===== src/rtl/lpat_pkg.sv =====
// Shared encodings for the pattern/state trigger.
// Assumes two-bit qualifier codes and two-bit function codes as listed below.
package lpat_pkg;

    typedef enum logic [1:0] {
        FN_AND  = 2'b00,
        FN_OR   = 2'b01,
        FN_NAND = 2'b10,
        FN_NOR  = 2'b11
    } comb_fn_t;

    localparam logic [1:0] QUAL_HIGH = 2'b01;
    localparam logic [1:0] QUAL_LOW  = 2'b10;

    // Neutral value a masked channel contributes under a given function.
    function automatic logic fn_identity(input comb_fn_t fn);
        return (fn == FN_AND) || (fn == FN_NAND);
    endfunction

    // True when the function inverts its reduced value.
    function automatic logic fn_inverts(input comb_fn_t fn);
        return (fn == FN_NAND) || (fn == FN_NOR);
    endfunction

endpackage


===== src/rtl/lpat_combine.sv =====
// Qualifies each channel and merges the terms with the selected function.
// Purely combinational. In state mode the last channel is forced to the
// identity value, because it serves as the sample clock.
module lpat_combine
    import lpat_pkg::*;
#(
    parameter int NUM_CH = 4
) (
    input  logic [NUM_CH-1:0]   chan,
    input  logic [2*NUM_CH-1:0] qual_cfg,
    input  logic [1:0]          comb_fn,
    input  logic                state_mode,
    output logic                result
);

    comb_fn_t               fn;
    logic                   ident;
    logic [NUM_CH-1:0]      term;
    logic                   reduced;

    // Decode the function select and its neutral element.
    always_comb begin
        fn    = comb_fn_t'(comb_fn);
        ident = fn_identity(fn);
    end

    for (genvar i = 0; i < NUM_CH; i++) begin : g_term
        logic [1:0] q;
        logic       masked;
        assign q = qual_cfg[2*i +: 2];
        if (i == NUM_CH - 1) begin : g_clk_ch
            assign masked = state_mode;
        end else begin : g_data_ch
            assign masked = 1'b0;
        end
        // Per-channel term: follow, invert or substitute the identity.
        always_comb begin
            if (masked)
                term[i] = ident;
            else if (q == QUAL_HIGH)
                term[i] = chan[i];
            else if (q == QUAL_LOW)
                term[i] = ~chan[i];
            else
                term[i] = ident;
        end
    end

    // Reduce the terms and apply the optional inversion.
    always_comb begin
        reduced = ident ? (&term) : (|term);
        result  = fn_inverts(fn) ? ~reduced : reduced;
    end

endmodule


===== src/rtl/lpat_dwell.sv =====
// Counts consecutive met samples and flags the sample that completes a run
// of dwell_len+1. Fires once per run. Assumes met is evaluated every cycle.
module lpat_dwell #(
    parameter int CNT_W = 16
) (
    input  logic             clk,
    input  logic             rst_n,
    input  logic             enable,
    input  logic             met,
    input  logic [CNT_W-1:0] dwell_len,
    output logic             hit
);

    localparam logic [CNT_W-1:0] CNT_MAX = {CNT_W{1'b1}};

    logic [CNT_W-1:0] run_cnt;
    logic             done;

    // Hit when the run has already seen dwell_len met samples before this one.
    always_comb begin
        hit = enable && met && !done && (run_cnt == dwell_len);
    end

    // Advance the run count, restarting on a broken run or while disabled.
    always_ff @(posedge clk) begin
        if (!rst_n || !enable || !met) begin
            run_cnt <= '0;
            done    <= 1'b0;
        end else begin
            if (run_cnt != CNT_MAX)
                run_cnt <= run_cnt + 1'b1;
            if (hit)
                done <= 1'b1;
        end
    end

endmodule


===== src/rtl/lpat_edge.sv =====
// Detects the selected edge of one sampled signal by comparing it with
// the previous sample. No edge is reported until a previous sample exists.
module lpat_edge (
    input  logic clk,
    input  logic rst_n,
    input  logic sig,
    input  logic fall_sel,
    output logic edge_hit
);

    logic prev;
    logic primed;

    // Compare the current and previous samples in the selected direction.
    always_comb begin
        if (fall_sel)
            edge_hit = primed && prev && !sig;
        else
            edge_hit = primed && !prev && sig;
    end

    // Keep the last sample and note that one has been taken.
    always_ff @(posedge clk) begin
        if (!rst_n) begin
            prev   <= 1'b0;
            primed <= 1'b0;
        end else begin
            prev   <= sig;
            primed <= 1'b1;
        end
    end

endmodule


===== src/rtl/lpat_trigger.sv =====
// Top of the pattern/state trigger. Merges the qualified channels, then
// either waits on a run of matching samples (pattern mode) or tests the
// merged result on an edge of the last channel (state mode). The output
// is registered, so a pulse appears one cycle after its deciding sample.
module lpat_trigger
    import lpat_pkg::*;
#(
    parameter int NUM_CH = 4,
    parameter int CNT_W  = 16
) (
    input  logic                clk,
    input  logic                rst_n,
    input  logic [NUM_CH-1:0]   chan_in,
    input  logic [2*NUM_CH-1:0] qual_cfg,
    input  logic [1:0]          comb_fn,
    input  logic                state_mode,
    input  logic                edge_fall,
    input  logic                want_true,
    input  logic [CNT_W-1:0]    dwell_len,
    output logic                trig_out
);

    logic comb_result;
    logic dwell_met;
    logic dwell_hit;
    logic clk_edge;
    logic fire_now;

    lpat_combine #(.NUM_CH(NUM_CH)) u_combine (
        .chan       (chan_in),
        .qual_cfg   (qual_cfg),
        .comb_fn    (comb_fn),
        .state_mode (state_mode),
        .result     (comb_result)
    );

    // A sample is met when the merged value has the wanted polarity.
    always_comb begin
        dwell_met = (comb_result == want_true);
    end

    lpat_dwell #(.CNT_W(CNT_W)) u_dwell (
        .clk       (clk),
        .rst_n     (rst_n),
        .enable    (!state_mode),
        .met       (dwell_met),
        .dwell_len (dwell_len),
        .hit       (dwell_hit)
    );

    lpat_edge u_edge (
        .clk      (clk),
        .rst_n    (rst_n),
        .sig      (chan_in[NUM_CH-1]),
        .fall_sel (edge_fall),
        .edge_hit (clk_edge)
    );

    // Pick the firing condition of the active mode.
    always_comb begin
        fire_now = state_mode ? (clk_edge && comb_result) : dwell_hit;
    end

    // Register the trigger pulse.
    always_ff @(posedge clk) begin
        if (!rst_n)
            trig_out <= 1'b0;
        else
            trig_out <= fire_now;
    end

endmodule


===== config.mk =====
export PLATFORM = sky130hd
export DESIGN_NAME = lpat_trigger
export DESIGN_NICKNAME = d
export VERILOG_FILES = /design/src/rtl/lpat_pkg.sv /design/src/rtl/lpat_combine.sv /design/src/rtl/lpat_dwell.sv /design/src/rtl/lpat_edge.sv /design/src/rtl/lpat_trigger.sv
export SDC_FILE = /design/constraint.sdc
export NUM_CORES = 1
export LEC_CHECK = 0
export CAP_MARGIN = 20
export CORE_AREA = 2 2 55 57
export CTS_CLUSTER_DIAMETER = 60
export DETAILED_ROUTE_END_ITERATION = 7
export DIE_AREA = 0 0 57 59
export PLACE_DENSITY = 0.93
export SLEW_MARGIN = 0
export SYNTH_ARGS = -nofsm -noshare
export SYNTH_HDL_FRONTEND = slang
export SYNTH_SLANG_ARGS = --single-unit

===== constraint.sdc =====
create_clock -name clk -period 6.8 [get_ports clk]
set_clock_uncertainty 0.2 [all_clocks]
set_input_delay 2.04 -clock clk [delete_from_list [all_inputs] [get_ports clk]]
set_output_delay 2.04 -clock clk [all_outputs]
set_load 0.01 [all_outputs]

==> summary.txt, run 1 <==
Status
  • Status: finished clean

Placed design
  • RD Place Congestion: 0.843
  • Hpwl dp: 2.59 mm
  • Port Buffers: 35
  • Placed cell count: 212

Logic synthesis
  • Seq cells post-synth: 20
  • Yosys warns: 0
  • Distinct cell type count after synthesis: 46
  • Post-synth EDFFs: 0
  • Synth Flop Type: dfxtp_1
  • Async SR Flop Fraction: 0%
  • Syn_nets: 185
  • Synth Instances: 149
  • Post-Syn Area: 1370 um2
  • Avg Synthesized Cell Area: 9.20 um2
  • Sequential area share after synthesis: 29.2%

Setup path
  • CP endpoint kind: flop
  • Critical Path AT: 4220 ps
  • R2R cell count: 7
  • WS Path Type: input pin to flop
  • Worst Path Max Fanout: 18
  • Req. time, crit path: 6770 ps
  • Startpoint types: input pin

STA
  • Max Slew Vio Count: 0
  • RSZ-0062 raised after global routing: no
  • Worst Tran Pin Value: 955 ps
  • Final setup viols: 0
  • Hold Violations, Final: 0
  • Final min period: 4250 ps
  • Hold slack: 310 ps
  • Rel. slew slack: 36.3%
  • Period utilization: 62.5%
  • F_max: 0.235 GHz
  • Final TNS setup: 0 ps

Min path
  • Hold depth: 2
  • Min-delay worst type: flop to flop

Clocking
  • Resize count post-CTS: 0
  • CTS clk-pin slew, worst paths: 120 ps
  • Clock root buffer: clkbuf_4
  • Worst-case clock buffer depth: 2
  • CTS tree: yes
  • Total CTS buffers: 3
  • Post-CTS Setup Inserts: 0
  • H-Tree Depth: 1
  • Hold Buf Count CTS: 0
  • Num Clock Sinks: 20
  • Clk Latency, worst-skew pair: 310 ps

Floorplan
  • Num rows: 19
  • Die Span X: 57 um
  • Die height: 59 um
  • Initial core utilization: 50.6%
  • Core ar.: 2710 um2
  • Die ar.: 3360 um2
  • I/O pin count: 36

Cells and area
  • Share of cells above drive strength 1: 13.0%
  • Layout Cells excl Fill: 216
  • Final Net Count: 222
  • N_diodes: 0
  • Fill count: 239
  • Layout area overhead: 28.3%

Power and ir drop
  • Total power: 0.248 mW
  • Cell area power density: 141 nW/um2
  • Max VDD drop: 109 uV
  • P_leak: 0.621 nW

Global routing
  • Global-route wire length before repair: 5.33 mm
  • GRT overflow: 0
  • Initial antenna violation count: 0
  • Largest net degree at the start of global routing: 19
  • Vias in the first global route: 1218
  • Total track usage: 20.8%

Drt
  • Post-DRT Antenna Nets: 0
  • Number of remaining DRC errors: 0
  • Vias/cell: 5.76
  • Total wire length: 3.23 mm
  • Iteration-0 DRC Markers: 27
  • Average wire per standard cell: 14.9 um
  • DRT Pass-1 Iters: 5
  • Via count: 1244

Run
  • Maxcap violations: 0
-- synthesized netlist by cell type (all sizes together), types with 3 or more instances --
library cell | instances | share of area, %
nand4 | 3 | 1.4
nor3 | 19 | 11
and3 | 3 | 1.4
nand3 | 8 | 2.9
xor2 | 18 | 12
xnor2 | 11 | 8.4
mux2i | 4 | 2.9
nand2 | 8 | 2.4
o21ai | 3 | 1.1
nor4 | 3 | 1.8
dfxtp | 20 | 29
nor2 | 13 | 3.7
or2b | 4 | 2.5
inv | 3 | 0.82
-- cells in the final DEF (no fill, tap or decap), types with 2 or more instances in the layout --
master / netlist / final
clkdlybuf4s50_1: 0 / 35
dfxtp_1: 20 / 20
xor2_1: 18 / 18
nor2_1: 12 / 12
xnor2_1: 10 / 10
nor3_2: 10 / 10
nand3_1: 8 / 8
nor3_1: 8 / 8
nand2_1: 7 / 7
mux2i_1: 4 / 4
nand4_1: 3 / 3
inv_1: 3 / 3
or2b_2: 3 / 3
o21ai_0: 3 / 3
and3_1: 3 / 3
clkbuf_4: 0 / 3
nor2b_1: 2 / 2
nand3b_1: 2 / 2
o2111ai_1: 2 / 2
nor4_1: 2 / 2
nor3b_1: 2 / 2
-- metrics by stage --
stage / util, % / setup WS [ps] / instance area [um2]
after global placement: 63.5 / 2270 / 1720
after floorplan: - / 3070 / 1370
after detailed placement: 63.5 / 2200 / 1720
after CTS: 64.9 / 2550 / 1760
final: 64.9 / 2550 / 1760
after global routing: 64.9 / 2390 / 1760
-- critical path, cell delays in order --
cell	delay (ps)
clkdlybuf4s50_1	510
nor2_1	70
a211oi_2	140
a211oi_1	80
o41ai_1	430
nand2_2	170
xnor2_4	580
o32ai_1	190
-- cells by family after synthesis --
logic type	synth area share (%)
flip-flops	29.2
multiplexers	3.74
buffers and inverters	3.56
AND/OR/NAND/NOR	34.4
XOR/XNOR	19.9
adder cells (fa/ha/maj)	0.913
AO/OA/AOI/OAI	8.22
-- flip-flops by register name (all words and copies together) (netlist names) --
| signal | flops |
|---|---|
| u_edge.primed | 1 |
| trig_out | 1 |
| u_dwell.done | 1 |
| u_edge.prev | 1 |
| u_dwell.run_cnt | 16 |
-- per-layer routing --
metal / global-route usage [%] / part of all wire [%] / up-vias / wire length, um
met4: 9.30 / 2.5 / 0 / 82
met1: 22.2 / 38 / 577 / 1220
li1: - / - / 607 / -
met2: 38.8 / 54 / 49 / 1740
met3: 5.02 / 5.8 / 11 / 188
met5: 0 / 0 / - / 0
-- path summary, 6_finish.rpt --
path	from	end	slack (ps)
setup / recovery	comb_fn[0]	trig_out	2550
setup reg to reg	u_dwell.run_cnt[3]	u_dwell.run_cnt[5]	4470
hold reg to reg	u_dwell.done	u_dwell.done	310
hold / removal	u_dwell.done	u_dwell.done	310
-- power by group --
part	internal, mW	total, mW	switching, mW
logic	0.0303	0.0569	0.0266
registers	0.118	0.120	0.00148
clock network	0.0327	0.0707	0.0379
total	0.182	0.248	0.0660
-- area by class of cell --
type | count | area (um2) | area share (%)
multi-input cells | 123 | 921 | 52.4
repair buffers | 35 | 350 | 19.9
inverters | 3 | 11.3 | 0.641
flip-flops and latches | 20 | 400 | 22.8
clock buffers | 4 | 36.3 | 2.06
well taps | 31 | 38.8 | 2.21
Power figures use the tool's default switching activity.
==> inputs of run 2 (changes only) <==
--- a/config.mk
+++ b/config.mk
@@ -6,11 +6,11 @@
 export NUM_CORES = 1
 export LEC_CHECK = 0
 export CAP_MARGIN = 20
-export CORE_AREA = 2 2 55 57
+export CORE_AREA = 2 2 60 62
 export CTS_CLUSTER_DIAMETER = 60
 export DETAILED_ROUTE_END_ITERATION = 7
-export DIE_AREA = 0 0 57 59
-export PLACE_DENSITY = 0.93
+export DIE_AREA = 0 0 62 64
+export PLACE_DENSITY = 0.85
 export SLEW_MARGIN = 0
 export SYNTH_ARGS = -nofsm -noshare
 export SYNTH_HDL_FRONTEND = slang
==> constraint.sdc (replaced) <==
create_clock -name clk -period 3.5 [get_ports clk]
set_clock_uncertainty 0.2 [all_clocks]
set_input_delay 1.05 -clock clk [delete_from_list [all_inputs] [get_ports clk]]
set_output_delay 1.05 -clock clk [all_outputs]
set_load 0.01 [all_outputs]
==> summary.txt, run 2 (synthesized netlist as in run 1, its figures left out) <==
Status
  • Status: finished clean

Clocking
  • Total CTS buffers: 3 (unchanged)
  • H-Tree Depth: 1 (unchanged)
  • CTS clk-pin slew, worst paths: 110 ps (about the same)
  • Clk Latency, worst-skew pair: 310 ps (about the same)
  • Num Clock Sinks: 20 (unchanged)
  • Post-CTS Setup Inserts: 0 (unchanged)
  • Worst-case clock buffer depth: 2 (unchanged)
  • Clock root buffer: clkbuf_4
  • Hold Buf Count CTS: 0 (unchanged)
  • CTS tree: yes
  • Resize count post-CTS: 0 (unchanged)

Global routing
  • Largest net degree at the start of global routing: 18 (-1)
  • GRT overflow: 0 (unchanged)
  • Vias in the first global route: 1135 (-6.8%)
  • Global-route wire length before repair: 4.81 mm (-9.7%)
  • Total track usage: 15.7% (-5.1 points)
  • Initial antenna violation count: 0 (unchanged)

Drt
  • Number of remaining DRC errors: 0 (unchanged)
  • Via count: 1205 (-3.1%)
  • Vias/cell: 5.19 (-9.8%)
  • Iteration-0 DRC Markers: 36 (+33%)
  • Post-DRT Antenna Nets: 0 (unchanged)
  • Total wire length: 2.88 mm (-11%)
  • Average wire per standard cell: 12.4 um (-17%)
  • DRT Pass-1 Iters: 4 (-1)

Cells and area
  • Most common cell after layout, fill and taps aside: clkdlybuf4s50_1
  • Final Net Count: 224 (+0.90%)
  • N_diodes: 0 (unchanged)
  • Share of cells above drive strength 1: 13.4% (+0.47 points)
  • Register area: 400 um2 (unchanged)
  • Max reg flops: 16 (unchanged)
  • Commonest non-fill, non-tap cells in the layout: clkdlybuf4s50_1 (35), dfxtp_1 (20), xor2_1 (18), nor2_1 (12)
  • Final instance area: 1790 um2 (+1.9%)
  • Reg with most FFs: u_dwell.run_cnt
  • Area of the multi-input gates: 921 um2 (unchanged)
  • Layout area overhead: 30.7%
  • Fill count: 320 (+34%)
  • Layout Cells excl Fill: 232 (+7.4%)

Placed design
  • Port Buffers: 35 (unchanged)
  • Placed inst area: 1770 um2 (+2.7%)
  • Hpwl dp: 2.36 mm (-9.1%)
  • RD Place Congestion: 0.789 (-6.4%)
  • Placed cell count: 229 (+8.0%)

Run
  • Maxcap violations: 0 (unchanged)

Setup path
  • Internal reg-to-reg setup slack: 1260 ps (-3210 ps)
  • CP endpoint kind: flop
  • Startpoint types: input pin
  • WS Path Type: input pin to flop
  • Slowest CP cell: clkdlybuf4s50_1
  • Req. time, crit path: 3530 ps (-3240 ps)
  • CP Cell Sequence: clkdlybuf4s50_1, or3b_1, o2111ai_1, a2111oi_0, o21ai_0, nand2_2, xnor2_4, buf_12, nor4_2
  • Critical path buffers and inverters: 2 (+1)
  • Worst Path Max Fanout: 17 (-1)
  • Reg2reg start: u_dwell.run_cnt[4]
  • Crit Reg-Reg Endpoint: u_dwell.run_cnt[5]
  • Critical Path AT: 3100 ps (-1120 ps)
  • CP top delay family: compound AO/OA/AOI/OAI gates
  • R2R cell count: 7 (unchanged)
  • Worst path max stage delay: 520 ps (-60 ps)

STA
  • RSZ-0062 raised after global routing: no
  • Final min period: 3070 ps
  • Final TNS setup: 0 ps (unchanged)
  • Rel. slew slack: 57.4% (+21 points)
  • Hold Violations, Final: 0 (unchanged)
  • Worst Tran Pin Value: 639 ps (-316 ps)
  • Max Slew Vio Count: 0 (unchanged)
  • Period utilization: 87.6%
  • F_max: 0.326 GHz
  • Final setup viols: 0 (unchanged)

Min path
  • Hold path start: u_edge.primed
  • Hold path endpoint: trig_out
  • Hold depth: 2 (unchanged)
  • Min-delay worst type: flop to flop

Floorplan
  • Initial core utilization: 41.7% (-8.8 points)
  • Core ar.: 3280 um2 (+21%)
  • Die Span X: 62 um (+8.8%)
  • I/O pin count: 36 (unchanged)
  • Die height: 64 um (+8.5%)
  • Num rows: 21 (+2)
  • Die ar.: 3970 um2 (+18%)

Power and ir drop
  • Max VDD drop: 211 uV (+94%)
  • Cell area power density: 261 nW/um2 (+85%)
  • P_leak: 0.627 nW (+1.1%)
## run 2: cell types whose count changed in the layout (fill, tap and decap cells not counted), sizes merged
cell / before / now
clkbuf: 4 / 3
buf: 0 / 2
## run 2: metrics by stage
stage / utilization, % / power [mW] / hold slack (ps) / setup slack [ps]
global route: 54.5 / 0.486 / 361 / 161
floorplan: - / 0.306 / 261 / 764
global placement: 53.8 / 0.358 / 285 / 202
finish: 54.5 / 0.467 / 334 / 433
detailed placement: 53.8 / 0.361 / 299 / 99.9
CTS: 54.5 / 0.470 / 323 / 423
## run 2: report_power, final
part / switching [mW] / internal, mW / total [mW]
sequential: 0.00218 / 0.230 / 0.232
clock: 0.0711 / 0.0402 / 0.111
combinational: 0.0541 / 0.0695 / 0.124
## run 2: worst min-delay path, cell delays in order, from the launching register on
cell	delay, ps
dfxtp_1	320
o2111ai_1	90
o32ai_1	80
## run 2: routing by layer
layer  wire, um  global-route usage (%)  up-vias  share of wire (%)
li1           -                       -      614                  -
met1       1190                    20.8      537                 41
met2       1490                    25.4       52                 52
met3        184                    4.45        2                6.4
met4         14                    2.13        0               0.49
met5          0                       0        -                  0
## run 2: worst max path at each step
stage / startpoint / end / slack [ps] / depth (start not counted)
CTS: chan_in[2] / u_dwell.run_cnt[2] / 420 / 9
floorplan: qual_cfg[6] / u_dwell.done / 760 / 7
finish: chan_in[2] / u_dwell.run_cnt[2] / 430 / 9
global route: chan_in[2] / u_dwell.run_cnt[2] / 160 / 9
global placement: qual_cfg[6] / u_dwell.run_cnt[2] / 200 / 9
detailed placement: chan_in[2] / u_dwell.run_cnt[2] / 100 / 9
## run 2: final cells by class
class	count	area share, %
clock buffers	3	1.26
inverters	3	0.629
repair buffers	37	21.1
multi-input cells	123	51.4
well taps	46	3.21
flip-flops and latches	20	22.4
==> inputs of run 3 (changes only) <==
--- a/config.mk
+++ b/config.mk
@@ -6,11 +6,11 @@
 export NUM_CORES = 1
 export LEC_CHECK = 0
 export CAP_MARGIN = 20
-export CORE_AREA = 2 2 60 62
+export CORE_AREA = 2 2 62 64
 export CTS_CLUSTER_DIAMETER = 60
 export DETAILED_ROUTE_END_ITERATION = 7
-export DIE_AREA = 0 0 62 64
-export PLACE_DENSITY = 0.85
+export DIE_AREA = 0 0 64 66
+export PLACE_DENSITY = 0.81
 export SLEW_MARGIN = 0
 export SYNTH_ARGS = -nofsm -noshare
 export SYNTH_HDL_FRONTEND = slang
==> constraint.sdc (replaced) <==
create_clock -name clk -period 2.8 [get_ports clk]
set_clock_uncertainty 0.2 [all_clocks]
set_input_delay 0.84 -clock clk [delete_from_list [all_inputs] [get_ports clk]]
set_output_delay 0.84 -clock clk [all_outputs]
set_load 0.01 [all_outputs]
==> summary.txt, run 3 (synthesized netlist as in run 1, its figures left out) <==
Global routing
  • Vias in the first global route: 1172 (+3.3%)
  • Global-route wire length before repair: 5.02 mm (+4.4%)
  • Initial antenna violation count: 0 (unchanged)
  • Total track usage: 14.8% (-0.91 points)
  • Largest net degree at the start of global routing: 12 (-6)
  • GRT overflow: 0 (unchanged)

Floorplan
  • Initial core utilization: 38.6% (-3.1 points)
  • Core ar.: 3550 um2 (+8.1%)
  • I/O pin count: 36 (unchanged)
  • Die height: 66 um (+3.1%)
  • Die Span X: 64 um (+3.2%)
  • Num rows: 22 (+4.8%)
  • Die ar.: 4220 um2 (+6.5%)

Power and ir drop
  • P_int: 0.437 mW (+29%)
  • Share of total power in combinational logic: 28.9% (+2.4 points)
  • P_leak: 0.663 nW (+5.7%)
  • Cell area power density: 320 nW/um2 (+23%)
  • Switch Pwr: 0.159 mW (+25%)
  • Sw frac: 26.7% (-0.54 points)
  • Total power: 0.597 mW (+28%)
  • Seq pwr share: 48.6% (-1.1 points)
  • Clk network pwr share: 22.5% (-1.3 points)
  • Max VDD drop: 248 uV (+17%)

Setup path
  • Startpoint types: input pin
  • Internal reg-to-reg setup slack: 600 ps (-660 ps)
  • Req. time, crit path: 2820 ps (-710 ps)
  • WS Path Type: input pin to flop
  • CP endpoint kind: flop
  • Worst Path Max Fanout: 10 (-7)
  • Critical Path AT: 2720 ps (-380 ps)

STA
  • Final setup viols: 0 (unchanged)
  • Period utilization: 96.4%
  • PnR worst setup slack: 101 ps (-332 ps)
  • Worst Tran Pin Value: 583 ps (-56.3 ps)
  • Hold Violations, Final: 0 (unchanged)
  • Hold slack: 326 ps (-7.77 ps)
  • Max Slew Vio Count: 0 (unchanged)
  • F_max: 0.370 GHz
  • Rel. slew slack: 61.2% (+3.8 points)
  • Final TNS setup: 0 ps (unchanged)
  • Final min period: 2700 ps

Clocking
  • Num Clock Sinks: 20 (unchanged)
  • Worst-case clock buffer depth: 2 (unchanged)
  • Total CTS buffers: 3 (unchanged)
  • Clock root buffer: clkbuf_4
  • Hold Buf Count CTS: 0 (unchanged)
  • H-Tree Depth: 1 (unchanged)
  • Clk Latency, worst-skew pair: 300 ps (about the same)
  • CTS tree: yes
  • CTS clk-pin slew, worst paths: 110 ps (about the same)

Cells and area
  • N_diodes: 0 (unchanged)
  • Most common cell after layout, fill and taps aside: clkdlybuf4s50_1
  • Share of cells above drive strength 1: 18.2% (+4.8 points)
  • Final Net Count: 230 (+2.7%)
  • Layout area overhead: 36.1%
  • Reg with most FFs: u_dwell.run_cnt
  • Max reg flops: 16 (unchanged)
  • Commonest non-fill, non-tap cells in the layout: clkdlybuf4s50_1 (35), dfxtp_1 (20), xor2_1 (18), nor2_1 (12)

Placed design
  • Hpwl dp: 2.23 mm (-5.4%)
  • Pre-CTS setup slack: -562 ps (-662 ps)
  • Port Buffers: 35 (unchanged)
  • RD Place Congestion: 0.810 (+2.7%)

Status
  • Status: finished clean

Drt
  • DRT Pass-1 Iters: 4 (unchanged)
  • Total wire length: 2.86 mm (-0.63%)
  • Post-DRT Antenna Nets: 0 (unchanged)
  • Via count: 1198 (-0.58%)
  • Iteration-0 DRC Markers: 55 (+53%)
  • Vias/cell: 4.99 (-3.9%)
  • Number of remaining DRC errors: 0 (unchanged)
  • Average wire per standard cell: 11.9 um (-3.9%)

Min path
  • Min-delay worst type: flop to flop

Run
  • Maxcap violations: 0 (unchanged)
run 3: final cells by class:
class / count / area (um2)
fillers: 318 / 1690
multi-input cells: 123 / 947
repair buffers: 43 / 423
clock buffers: 3 / 22.5
flip-flops and latches: 20 / 400
well taps: 48 / 60.1
inverters: 3 / 11.3
run 3: final timing paths:
kind / end / start / depth (start not counted)
max: u_dwell.run_cnt[2] / qual_cfg[2] / 9
max reg2reg: u_dwell.run_cnt[5] / u_dwell.run_cnt[3] / 7
min: u_dwell.done / u_dwell.done / 2
min reg2reg: u_dwell.done / u_dwell.done / 2
run 3: through the flow:
| stage | std cells | area, um2 | util [%] |
|---|---|---|---|
| after floorplan | 149 | 1370 | - |
| after global placement | 234 | 1780 | 50.1 |
| after detailed placement | 234 | 1780 | 50.1 |
| after CTS | 239 | 1830 | 51.6 |
| after global routing | 240 | 1860 | 52.5 |
| final | 240 | 1860 | 52.5 |
run 3: per-layer routing:
metal  global-route usage (%)  wire, um  part of all wire, %  vias to the layer above
li1                         -         -                    -                      621
met5                        0         0                    0                        -
met4                     3.53        23                 0.80                        0
met1                     17.3      1260                   44                      544
met3                     4.94       156                  5.5                        4
met2                     25.9      1430                   50                       29
run 3: timing repair:
action,in CTS,in global routing
pin swaps,2,2
hold endpoints to repair,0,0
resized for setup,1,5
setup buffers,2,1
endpoints found under the setup margin,18,17
run 3: power groups by stage:
stage                     sequential (mW)  combinational, mW  clock, mW
after floorplan                     0.296             0.0860          0
after global placement              0.297              0.142          0
after detailed placement            0.297              0.144          0
after CTS                           0.290              0.165      0.141
after global routing                0.291              0.187      0.150
final                               0.290              0.172      0.134
run 3: worst max-delay path, stage by stage:
cell             delay (ps)
clkdlybuf4s50_1         480
or2b_2                  300
o2111ai_1               220
a2111oi_2                70
o21ai_1                 110
nand2_2                 120
xnor2_4                 160
buf_12                  170
nor4_2                  250
